--- src/rtl/periph_regfile_pkg.sv ---
package periph_regfile_pkg;

    localparam int ROW_BITS = 3;

    localparam logic [ROW_BITS-1:0] RG_CTRL = 3'd0;
    localparam logic [ROW_BITS-1:0] RG_CMD  = 3'd1;
    localparam logic [ROW_BITS-1:0] RG_STAT = 3'd2;
    localparam logic [ROW_BITS-1:0] RG_EVT  = 3'd3;
    localparam logic [ROW_BITS-1:0] RG_HEAD = 3'd4;
    localparam logic [ROW_BITS-1:0] RG_CNT  = 3'd5;

    typedef struct packed {
        logic                hit;
        logic [ROW_BITS-1:0] row;
    } dec_t;

    function automatic logic row_mapped(input logic [ROW_BITS-1:0] r);
        return r <= RG_CNT;
    endfunction

    function automatic int scale_shift(input int scale);
        return (scale == 4) ? 2 : (scale == 2) ? 1 : 0;
    endfunction

endpackage

--- src/rtl/rf_decode.sv ---
module rf_decode
    import periph_regfile_pkg::*;
#(
    parameter int              ADDR_W    = 16,
    parameter logic [15:0]     BASE_ADDR = 16'h0400,
    parameter int              SCALE     = 4
) (
    input  logic [ADDR_W-1:0] addr,
    output dec_t              dec
);
    localparam int SHIFT   = scale_shift(SCALE);
    localparam int TOP_LSB = SHIFT + ROW_BITS;
    localparam logic [ADDR_W-1:0] BASE_V = ADDR_W'(BASE_ADDR);

    logic                in_win;
    logic [ROW_BITS-1:0] row;

    assign in_win  = addr[ADDR_W-1:TOP_LSB] == BASE_V[ADDR_W-1:TOP_LSB];
    assign row     = addr[TOP_LSB-1:SHIFT];
    assign dec.hit = in_win && row_mapped(row);
    assign dec.row = row;
endmodule

--- src/rtl/rf_fifo.sv ---
module rf_fifo #(
    parameter int W     = 32,
    parameter int DEPTH = 4,
    localparam int PTR_W = (DEPTH > 1) ? $clog2(DEPTH) : 1,
    localparam int CNT_W = $clog2(DEPTH + 1)
) (
    input  logic             clk,
    input  logic             rst,
    input  logic             push,
    input  logic [W-1:0]     push_data,
    input  logic             pop,
    output logic [W-1:0]     head,
    output logic             empty,
    output logic             full,
    output logic [CNT_W-1:0] count
);
    logic [W-1:0]     mem [DEPTH];
    logic [PTR_W-1:0] wr_ptr, rd_ptr;
    logic             do_push, do_pop;

    assign empty   = count == '0;
    assign full    = count == CNT_W'(DEPTH);
    assign do_push = push && !full;
    assign do_pop  = pop && !empty;
    assign head    = mem[rd_ptr];

    function automatic logic [PTR_W-1:0] inc(input logic [PTR_W-1:0] p);
        return (p == PTR_W'(DEPTH - 1)) ? '0 : p + 1'b1;
    endfunction

    always_ff @(posedge clk) begin
        if (rst) begin
            wr_ptr <= '0;
            rd_ptr <= '0;
            count  <= '0;
        end else begin
            if (do_push) wr_ptr <= inc(wr_ptr);
            if (do_pop)  rd_ptr <= inc(rd_ptr);
            count <= count + CNT_W'(do_push) - CNT_W'(do_pop);
        end
    end

    always_ff @(posedge clk) begin
        if (do_push) mem[wr_ptr] <= push_data;
    end
endmodule

--- src/rtl/rf_sticky.sv ---
module rf_sticky #(
    parameter int N = 9
) (
    input  logic         clk,
    input  logic         rst,
    input  logic [N-1:0] set,
    input  logic         clr,
    output logic [N-1:0] q
);
    always_ff @(posedge clk) begin
        if (rst)      q <= '0;
        else if (clr) q <= set;
        else          q <= q | set;
    end
endmodule

--- src/rtl/periph_regfile.sv ---
module periph_regfile
    import periph_regfile_pkg::*;
#(
    parameter int          ADDR_W     = 16,
    parameter int          DATA_W     = 32,
    parameter logic [15:0] BASE_ADDR  = 16'h0400,
    parameter int          SCALE      = 4,
    parameter int          FIFO_DEPTH = 4,
    parameter int          EVT_W      = 8,
    localparam int         BE_W       = DATA_W / 8
) (
    input  logic              clk,
    input  logic              rst,
    input  logic              bus_rd_en,
    input  logic              bus_wr_en,
    output logic              bus_ready,
    input  logic [ADDR_W-1:0] bus_addr,
    input  logic [DATA_W-1:0] bus_wdata,
    input  logic [BE_W-1:0]   bus_be,
    output logic [DATA_W-1:0] bus_rdata,
    output logic              bus_rvalid,
    output logic [DATA_W-1:0] core_ctrl,
    output logic [DATA_W-1:0] core_cmd,
    output logic              ctrl_wr_pulse,
    output logic              cmd_wr_pulse,
    input  logic              core_stat_we,
    input  logic [DATA_W-1:0] core_stat_d,
    input  logic [EVT_W-1:0]  core_evt,
    input  logic              core_rx_valid,
    input  logic [DATA_W-1:0] core_rx_data,
    output logic              core_rx_full
);
    localparam int CNT_W = $clog2(FIFO_DEPTH + 1);

    dec_t              dec;
    logic [DATA_W-1:0] ctrl_q, cmd_q, stat_q, rdata_d;
    logic              wr_ctrl, wr_cmd, rd_evt, rd_head;
    logic [DATA_W-1:0] rx_head;
    logic              rx_empty;
    logic [CNT_W-1:0]  rx_count;
    logic [EVT_W:0]    evt_q;
    logic [EVT_W:0]    evt_set;

    assign bus_ready = 1'b1;

    rf_decode #(.ADDR_W(ADDR_W), .BASE_ADDR(BASE_ADDR), .SCALE(SCALE)) u_dec (
        .addr (bus_addr),
        .dec  (dec)
    );

    assign wr_ctrl = bus_wr_en && dec.hit && dec.row == RG_CTRL;
    assign wr_cmd  = bus_wr_en && dec.hit && dec.row == RG_CMD;
    assign rd_evt  = bus_rd_en && dec.hit && dec.row == RG_EVT;
    assign rd_head = bus_rd_en && dec.hit && dec.row == RG_HEAD;

    // Byte-lane merge for the software-driven rows
    generate
        for (genvar b = 0; b < BE_W; b++) begin : g_lane
            always_ff @(posedge clk) begin
                if (rst) begin
                    ctrl_q[8*b +: 8] <= '0;
                    cmd_q[8*b +: 8]  <= '0;
                end else begin
                    if (wr_ctrl && bus_be[b]) ctrl_q[8*b +: 8] <= bus_wdata[8*b +: 8];
                    if (wr_cmd  && bus_be[b]) cmd_q[8*b +: 8]  <= bus_wdata[8*b +: 8];
                end
            end
        end
    endgenerate

    always_ff @(posedge clk) begin
        if (rst) begin
            stat_q        <= '0;
            ctrl_wr_pulse <= 1'b0;
            cmd_wr_pulse  <= 1'b0;
        end else begin
            if (core_stat_we) stat_q <= core_stat_d;
            ctrl_wr_pulse <= wr_ctrl;
            cmd_wr_pulse  <= wr_cmd;
        end
    end

    assign core_ctrl = ctrl_q;
    assign core_cmd  = cmd_q;

    rf_fifo #(.W(DATA_W), .DEPTH(FIFO_DEPTH)) u_rx (
        .clk       (clk),
        .rst       (rst),
        .push      (core_rx_valid),
        .push_data (core_rx_data),
        .pop       (rd_head),
        .head      (rx_head),
        .empty     (rx_empty),
        .full      (core_rx_full),
        .count     (rx_count)
    );

    assign evt_set = {rd_head && rx_empty, core_evt};

    rf_sticky #(.N(EVT_W + 1)) u_evt (
        .clk (clk),
        .rst (rst),
        .set (evt_set),
        .clr (rd_evt),
        .q   (evt_q)
    );

    always_comb begin
        rdata_d = '0;
        if (dec.hit) begin
            case (dec.row)
                RG_CTRL: rdata_d = ctrl_q;
                RG_STAT: rdata_d = stat_q;
                RG_EVT:  rdata_d[EVT_W:0] = evt_q;
                RG_HEAD: rdata_d = rx_empty ? '0 : rx_head;
                RG_CNT:  rdata_d[CNT_W-1:0] = rx_count;
                default: rdata_d = '0;
            endcase
        end
    end

    always_ff @(posedge clk) begin
        if (rst) begin
            bus_rdata  <= '0;
            bus_rvalid <= 1'b0;
        end else begin
            bus_rvalid <= bus_rd_en;
            bus_rdata  <= bus_rd_en ? rdata_d : '0;
        end
    end
endmodule

--- config.mk ---
export PLATFORM = sky130hd
export DESIGN_NAME = periph_regfile
export DESIGN_NICKNAME = d
export VERILOG_FILES = /design/src/rtl/periph_regfile_pkg.sv /design/src/rtl/rf_decode.sv /design/src/rtl/rf_fifo.sv /design/src/rtl/rf_sticky.sv /design/src/rtl/periph_regfile.sv
export SDC_FILE = /design/constraint.sdc
export NUM_CORES = 1
export LEC_CHECK = 0
export BUFFER_PORTS_ARGS = -buffer_cell sky130_fd_sc_hd__buf_2
export CORE_MARGIN = 5
export CORE_UTILIZATION = 45
export CTS_CLUSTER_DIAMETER = 40
export DETAILED_ROUTE_END_ITERATION = 6
export MAX_ROUTING_LAYER = met4
export PLACE_DENSITY = 0.75
export SLEW_MARGIN = 20
export SYNTH_ARGS = -nofsm -noshare
export SYNTH_HDL_FRONTEND = slang
export SYNTH_SLANG_ARGS = --single-unit
--- constraint.sdc ---
create_clock -name clk -period 2.5 [get_ports clk]
set_input_delay 0.125 -clock clk [delete_from_list [all_inputs] [get_ports clk]]
set_output_delay 0.125 -clock clk [all_outputs]
set_load 0.01 [all_outputs]
==> results of run 1 <==
==> metal layers <==
metal  up-vias  global-route usage
met3        69              0.0422
met5         -                   -
met4         0              0.0730
met1      3596               0.271
li1       3547                   -
met2       310               0.322
==> synthesized netlist by cell type, drive strengths merged, types with 7 or more instances <==
cell type	number
a21oi	8
a222oi	23
a22oi	9
buf	9
clkbuf	41
dfxtp	149
edfxtp	128
ha	7
mux2	9
mux2i	98
mux4	32
nand2	7
nand2b	98
nor2	74
nor2b	12
nor3	10
nor4	9
==> flip-flops by register name, summed over array words and instances (netlist names), named ones only <==
name and cells:
u_rx.mem 128, bus_rdata 32, core_cmd 32, core_ctrl 32, stat_q 32, u_evt.q 9
u_rx.count 3, u_rx.rd_ptr 2, u_rx.wr_ptr 2, bus_rvalid 1, cmd_wr_pulse 1, ctrl_wr_pulse 1
==> through the flow <==
| stage | instance area (sq um) | hold slack (ps) | cells |
|---|---|---|---|
| 2_1_floorplan | 10800 | 224 | 774 |
| 3_3_place_gp | 12400 | 339 | 1293 |
| 3_5_place_dp | 12400 | 343 | 1293 |
| 4_1_cts | 14500 | 14.9 | 1455 |
| 5_1_grt | 14500 | 13.4 | 1457 |
| 6_report | 14500 | 31.7 | 1457 |
==> final cells by class <==
cell class | instances | area share
well taps | 319 | 0.0274
inverters | 6 | 0.00155
clock buffers | 42 | 0.0612
multi-input cells | 441 | 0.259
diodes | 2 | 0.000344
clock inverters | 15 | 0.0126
repair buffers | 355 | 0.168
flip-flops and latches | 277 | 0.469
==> power by group through the flow <==
stage	Sequential (mW)	Combinational (mW)	Clock [mW]
2_1_floorplan	5.15	0.458	0
3_3_place_gp	5.16	0.780	0
3_5_place_dp	5.17	0.795	0
4_1_cts	5.08	0.930	4.76
5_1_grt	5.10	1.01	4.96
6_report	5.08	0.934	4.65
==> worst max-delay path by stage <==
| stage | start | to | slack (ps) | cells after the start |
|---|---|---|---|---|
| floorplan | bus_addr[3] | u_rx.count[2] | 150 | 12 |
| global placement | u_rx.count[2] | u_rx.count[2] | 150 | 10 |
| detailed placement | u_rx.count[2] | u_rx.count[2] | 120 | 10 |
| CTS | u_rx.count[2] | u_rx.count[2] | 110 | 10 |
| global route | u_rx.count[2] | u_rx.count[2] | 30 | 10 |
| finish | u_rx.count[2] | u_rx.count[2] | 160 | 10 |
==> logic make-up (layout without fill, tap and decap cells) <==
| logic type | count (synthesis) | in the layout | share of synthesized area |
|---|---|---|---|
| AO/OA/AOI/OAI | 51 | 51 | 0.0394 |
| XOR/XNOR | 2 | 2 | 0.00162 |
| adder cells (fa/ha/maj) | 8 | 8 | 0.00997 |
| buffers and inverters | 56 | 418 | 0.0202 |
| flip-flops | 277 | 277 | 0.633 |
| multiplexers | 139 | 139 | 0.167 |
| other | 1 | 3 | 0.000347 |
| AND/OR/NAND/NOR | 240 | 240 | 0.129 |
==> worst max-delay path, cell delays in order (launching register included) <==
cell,delay [ps]
dfxtp_1,330
or3_1,430
nand3_2,120
nor2_1,70
ha_1,270
inv_1,40
ha_1,200
fa_1,370
xnor2_1,200
xnor2_1,140
nor2_1,50
==> timing repair <==
| item | 4_1_cts | 5_1_grt |
|---|---|---|
| gates resized for setup | 0 | 1 |
| hold buffers | 105 | 0 |
| endpoints found under the hold margin | 233 | 0 |
| setup endpoints to repair | 0 | 1 |
==> out/qor.csv, run 1 <==
metric,value,unit
status,"finished, final reports clean",
start_util,0.458,
hold_viol,0,
min_path_cells,3,
yosys_most_used_dff,dfxtp_1,
final_layout_size_suffix_gt1_frac,0.313,
insertion_delay,500,ps
hpwlAfterDp,18.7,mm
wl_met2,13.5,mm
hp-start,bus_be[0],
ant_nets,0,
yosysTopAreaCell,edfxtp_1,
fin_crit_sh,0.936,
max_slew_margin,0.320,
synthTopCellsByArea,"edfxtp_1, dfxtp_1, mux2i_1, mux4_2, nand2b_1",
grt_first_pass_wirelength,42.2,mm
routed.top_layer,met4,
synth-seq-cells,277,
drt_iter0_markers,597,
slew_viol_final,0,
drcViolationCount,0,
finalSetupTns,0,ps
synth_nets,912,
die_w,165,microns
path_class,reg -> reg,
fp-row-count,56,
r2r-start,u_rx.count[2],
mostFrequentLayoutCells,"buf_2, dfxtp_1, edfxtp_1",
cp-end-kind,flop,
coreArea,23500,sq um
fillers,1738,
numPortBuffers,227,
post_drt_wl_per_cell,19.2,microns
cts_setup_buffers,0,
cp_max_fo,4,
synth_seq_area_share,0.633,
place_ws,120,ps
switching_power,2.35,mW
drv_cap,0,
synth_cells,774,
hold_path_end,core_cmd[0],
cts_buffers,34,
routabilityCongestion,0.867,
skew,20.4,ps
vias,7522,
routed_wl,28.0,mm
cts.sinks,277,
cp.arrival,2700,ps
cp-start-kind,flop,
switching_share,0.220,
synth_top_area_frac,0.356,
setup_ws,159,ps
clock_path_buffers,3,
synth_edf_count,128,
io_pins,231,
register_area,6830,sq um
seq_power_share,0.476,
multi_input_area,3770,sq um
worstHoldPathType,in -> reg,
met1Wirelength,11.7,mm
tightest_slew,1020,ps
fin_util,0.618,
p_per_area,734,nW/um^2
grtUsageTotal,0.207,
layout_min_cycle_time,2340,ps
area_delta_synth_final,34.8,%
grt_pass1_vias,7537,
cts.clk_slew.worst_paths,50,ps
p_clk_frac,0.436,
clock.fmax,427,MHz
intPower,8.32,mW
cts_tree,built,
required,2860,ps
final_common_cell,buf_2,
grt_max_degree,77,
final_net_count,1253,
ys_types,45,
cts_max_level,2,
synthArstFlopShare,0,
reg2regPathDepth,10,
synth_warnings,0,
vias_per_cell,5.16,
setup_viol,0,
syn_area,10800,sq um
grt_overflow,0,
p_comb_frac,0.087,
antenna_found_initial,2,
r2r_end,u_rx.count[2],
rsz0062_at_grt,no,
reg2reg_slack,160,ps
syn_avg_cell_area,13.9,sq um
p_total,10.7,mW
dieArea,27200,sq um
cts-root-buf,clkbuf_16,
wl_met3,1.95,mm
p_leak,5.83,nW
ir_worst_vdd,0.423,mV
die_y,165,microns
dr.pass1.iters,7,
Note: power is estimated with default switching activity, not from simulation.
==> inputs of run 2 (changes only) <==
--- a/config.mk
+++ b/config.mk
@@ -7,11 +7,12 @@
 export LEC_CHECK = 0
 export BUFFER_PORTS_ARGS = -buffer_cell sky130_fd_sc_hd__buf_2
 export CORE_MARGIN = 5
-export CORE_UTILIZATION = 45
+export CORE_UTILIZATION = 49
+export CTS_BUF_LIST = sky130_fd_sc_hd__clkbuf_8 sky130_fd_sc_hd__clkbuf_16
 export CTS_CLUSTER_DIAMETER = 40
 export DETAILED_ROUTE_END_ITERATION = 6
 export MAX_ROUTING_LAYER = met4
-export PLACE_DENSITY = 0.75
+export PLACE_DENSITY = 0.8
 export SLEW_MARGIN = 20
 export SYNTH_ARGS = -nofsm -noshare
 export SYNTH_HDL_FRONTEND = slang
==> run 2 against run 1 <==
  * The run now ends with DRC left
  * Largest cell class unchanged
  * Die area is 7.7% lower
  * Sequential cell count is the same
  * Clock power is 6.7% higher
  * Sequential power about the same
  * Count of clock-buffer cells in the layout shrank 2
==> out/qor.csv, run 2 (synthesis results as in run 1) <==
metric,value,unit
grt_pass1_vias,7973,
finalSetupTns,0,ps
final_area,14600,sq um
cp_max_fo,4,
start_util,0.496,
reg2reg_slack,120,ps
routed_wl,28.5,mm
final_net_count,1253,
largest-register,u_rx.mem,
cp_slowest_cell,or3_1,
clock_path_buffers,3,
hpwlAfterDp,18.3,mm
dr.pass1.iters,7,
switching_share,0.220,
rsz0062_at_grt,no,
p_clk_frac,0.453,
cts_max_level,2,
path_class,reg -> reg,
tightest_slew,702,ps
skew,20.7,ps
grt_overflow,0,
drt_iter0_markers,936,
coreArea,21800,sq um
insertion_delay,500,ps
cts-root-buf,clkbuf_16,
cts_setup_buffers,0,
seq_power_share,0.464,
fp-row-count,54,
mostFrequentLayoutCells,"buf_2, dfxtp_1, edfxtp_1",
drcViolationCount,16,
status,finished with violations,
grt_first_pass_wirelength,43.1,mm
cts.sinks,277,
numPortBuffers,227,
post_drt_wl_per_cell,20.0,microns
cts_tree,built,
final_layout_size_suffix_gt1_frac,0.318,
reg2regPathDepth,10,
postPlaceCellArea,12300,sq um
p_per_area,752,nW/um^2
p_leak,5.89,nW
layout_min_cycle_time,2380,ps
drv_cap,0,
fin_crit_sh,0.953,
cts.clk_slew.worst_paths,60,ps
grtUsageTotal,0.229,
place_ws,104,ps
routabilityCongestion,0.873,
required,2870,ps
area_delta_synth_final,35.0,%
final_cells,1425,
placed_cells,1253,
setup_viol,0,
clock.fmax,420,MHz
cp-start-kind,flop,
die_y,158,microns
fillers,1495,
antenna_found_initial,5,
intPower,8.54,mW
slew_viol_final,0,
largest_reg_flops,128,
ir_worst_vdd,0.473,mV
switching_power,2.41,mW
vias_per_cell,5.37,
hold_viol,0,
worstHoldPathType,in -> reg,
setup_ws,117,ps
p_comb_frac,0.083,
cp.arrival,2750,ps
cts_buffers,35,
violations,DRC,
cp_cell_sequence,or3_1 -> nand3_2 -> nor2_1 -> ha_1 -> inv_1 -> ha_1 -> fa_1 -> xnor2_1 -> xnor2_1 -> nor2_1,
max_slew_margin,0.532,
dieArea,25100,sq um
die_w,158,microns
fin_util,0.670,
vias,7655,
crit_path_max_incr_delay,430,ps
grt_max_degree,97,
cp-end-kind,flop,
io_pins,231,
min_path_cells,3,
ant_nets,0,
final_common_cell,buf_2,
run 2: cell count changes in the layout (fill, tap and decap cells not counted):
| cell | previous run | this run |
|---|---|---|
| buf_12 | 7 | 5 |
| buf_4 | 17 | 18 |
| clkbuf_1 | 7 | 0 |
| clkbuf_16 | 34 | 37 |
| clkbuf_8 | 1 | 3 |
| clkinv_1 | 2 | 1 |
| clkinv_2 | 1 | 4 |
| clkinv_8 | 1 | 0 |
| clkinvlp_2 | 1 | 0 |
| clkinvlp_4 | 1 | 3 |
| diode_2 | 2 | 5 |
| inv_1 | 6 | 11 |
run 2: per-layer routing:
layer | vias to the layer above | track usage | routed length, microns
met2 | 360 | 0.353 | 13600
met3 | 91 | 0.0408 | 2230
met1 | 3663 | 0.297 | 11500
met5 | - | - | 0
met4 | 0 | 0.105 | 1200
li1 | 3541 | - | -
run 2: final timing paths:
check,from,to
worst max-delay path,u_rx.count[2],u_rx.count[2]
worst max register to register,u_rx.count[2],u_rx.count[2]
worst min-delay path,bus_be[2],core_cmd[19]
worst min register to register,core_cmd[14],core_cmd[14]
run 2: worst max-delay path: cells and delay by family, from the launching register on:
kind / cells / cell delay [ps]
xor+xnor: 2 / 340
simple gates: 4 / 670
buf+inv: 1 / 40
fa+ha+maj: 3 / 870
flops: 1 / 340
run 2: layout make-up:
cell class / count / area [sq um] / area share
flip-flops and latches: 277 / 6830 / 0.469
multi-input cells: 441 / 3770 / 0.258
repair buffers: 354 / 2420 / 0.166
clock buffers: 40 / 967 / 0.0664
well taps: 280 / 350 / 0.0240
clock inverters: 22 / 208 / 0.0143
inverters: 6 / 22.5 / 0.00155
diodes: 5 / 12.5 / 0.000859
run 2: power by group through the flow:
stage                     clock (mW)  sequential (mW)  combinational (mW)
after floorplan                    0             5.15               0.458
after global placement             0             5.16               0.745
after detailed placement           0             5.18               0.764
after CTS                       5.05             5.08               0.903
after global routing            5.25             5.10               0.981
final                           4.96             5.08               0.909
run 2: timing repair:
item                                    4_1_cts  5_1_grt
hold buffers                                105        0
gates resized for setup                       0        1
hold endpoints to repair                    233        0
endpoints found under the setup margin        0        1
run 2: through the flow:
stage,hold slack [ps],total power [mW]
6_report,21.8,11.0
3_3_place_gp,339,5.90
2_1_floorplan,224,5.61
4_1_cts,10.4,11.0
5_1_grt,27.5,11.3
3_5_place_dp,341,5.94
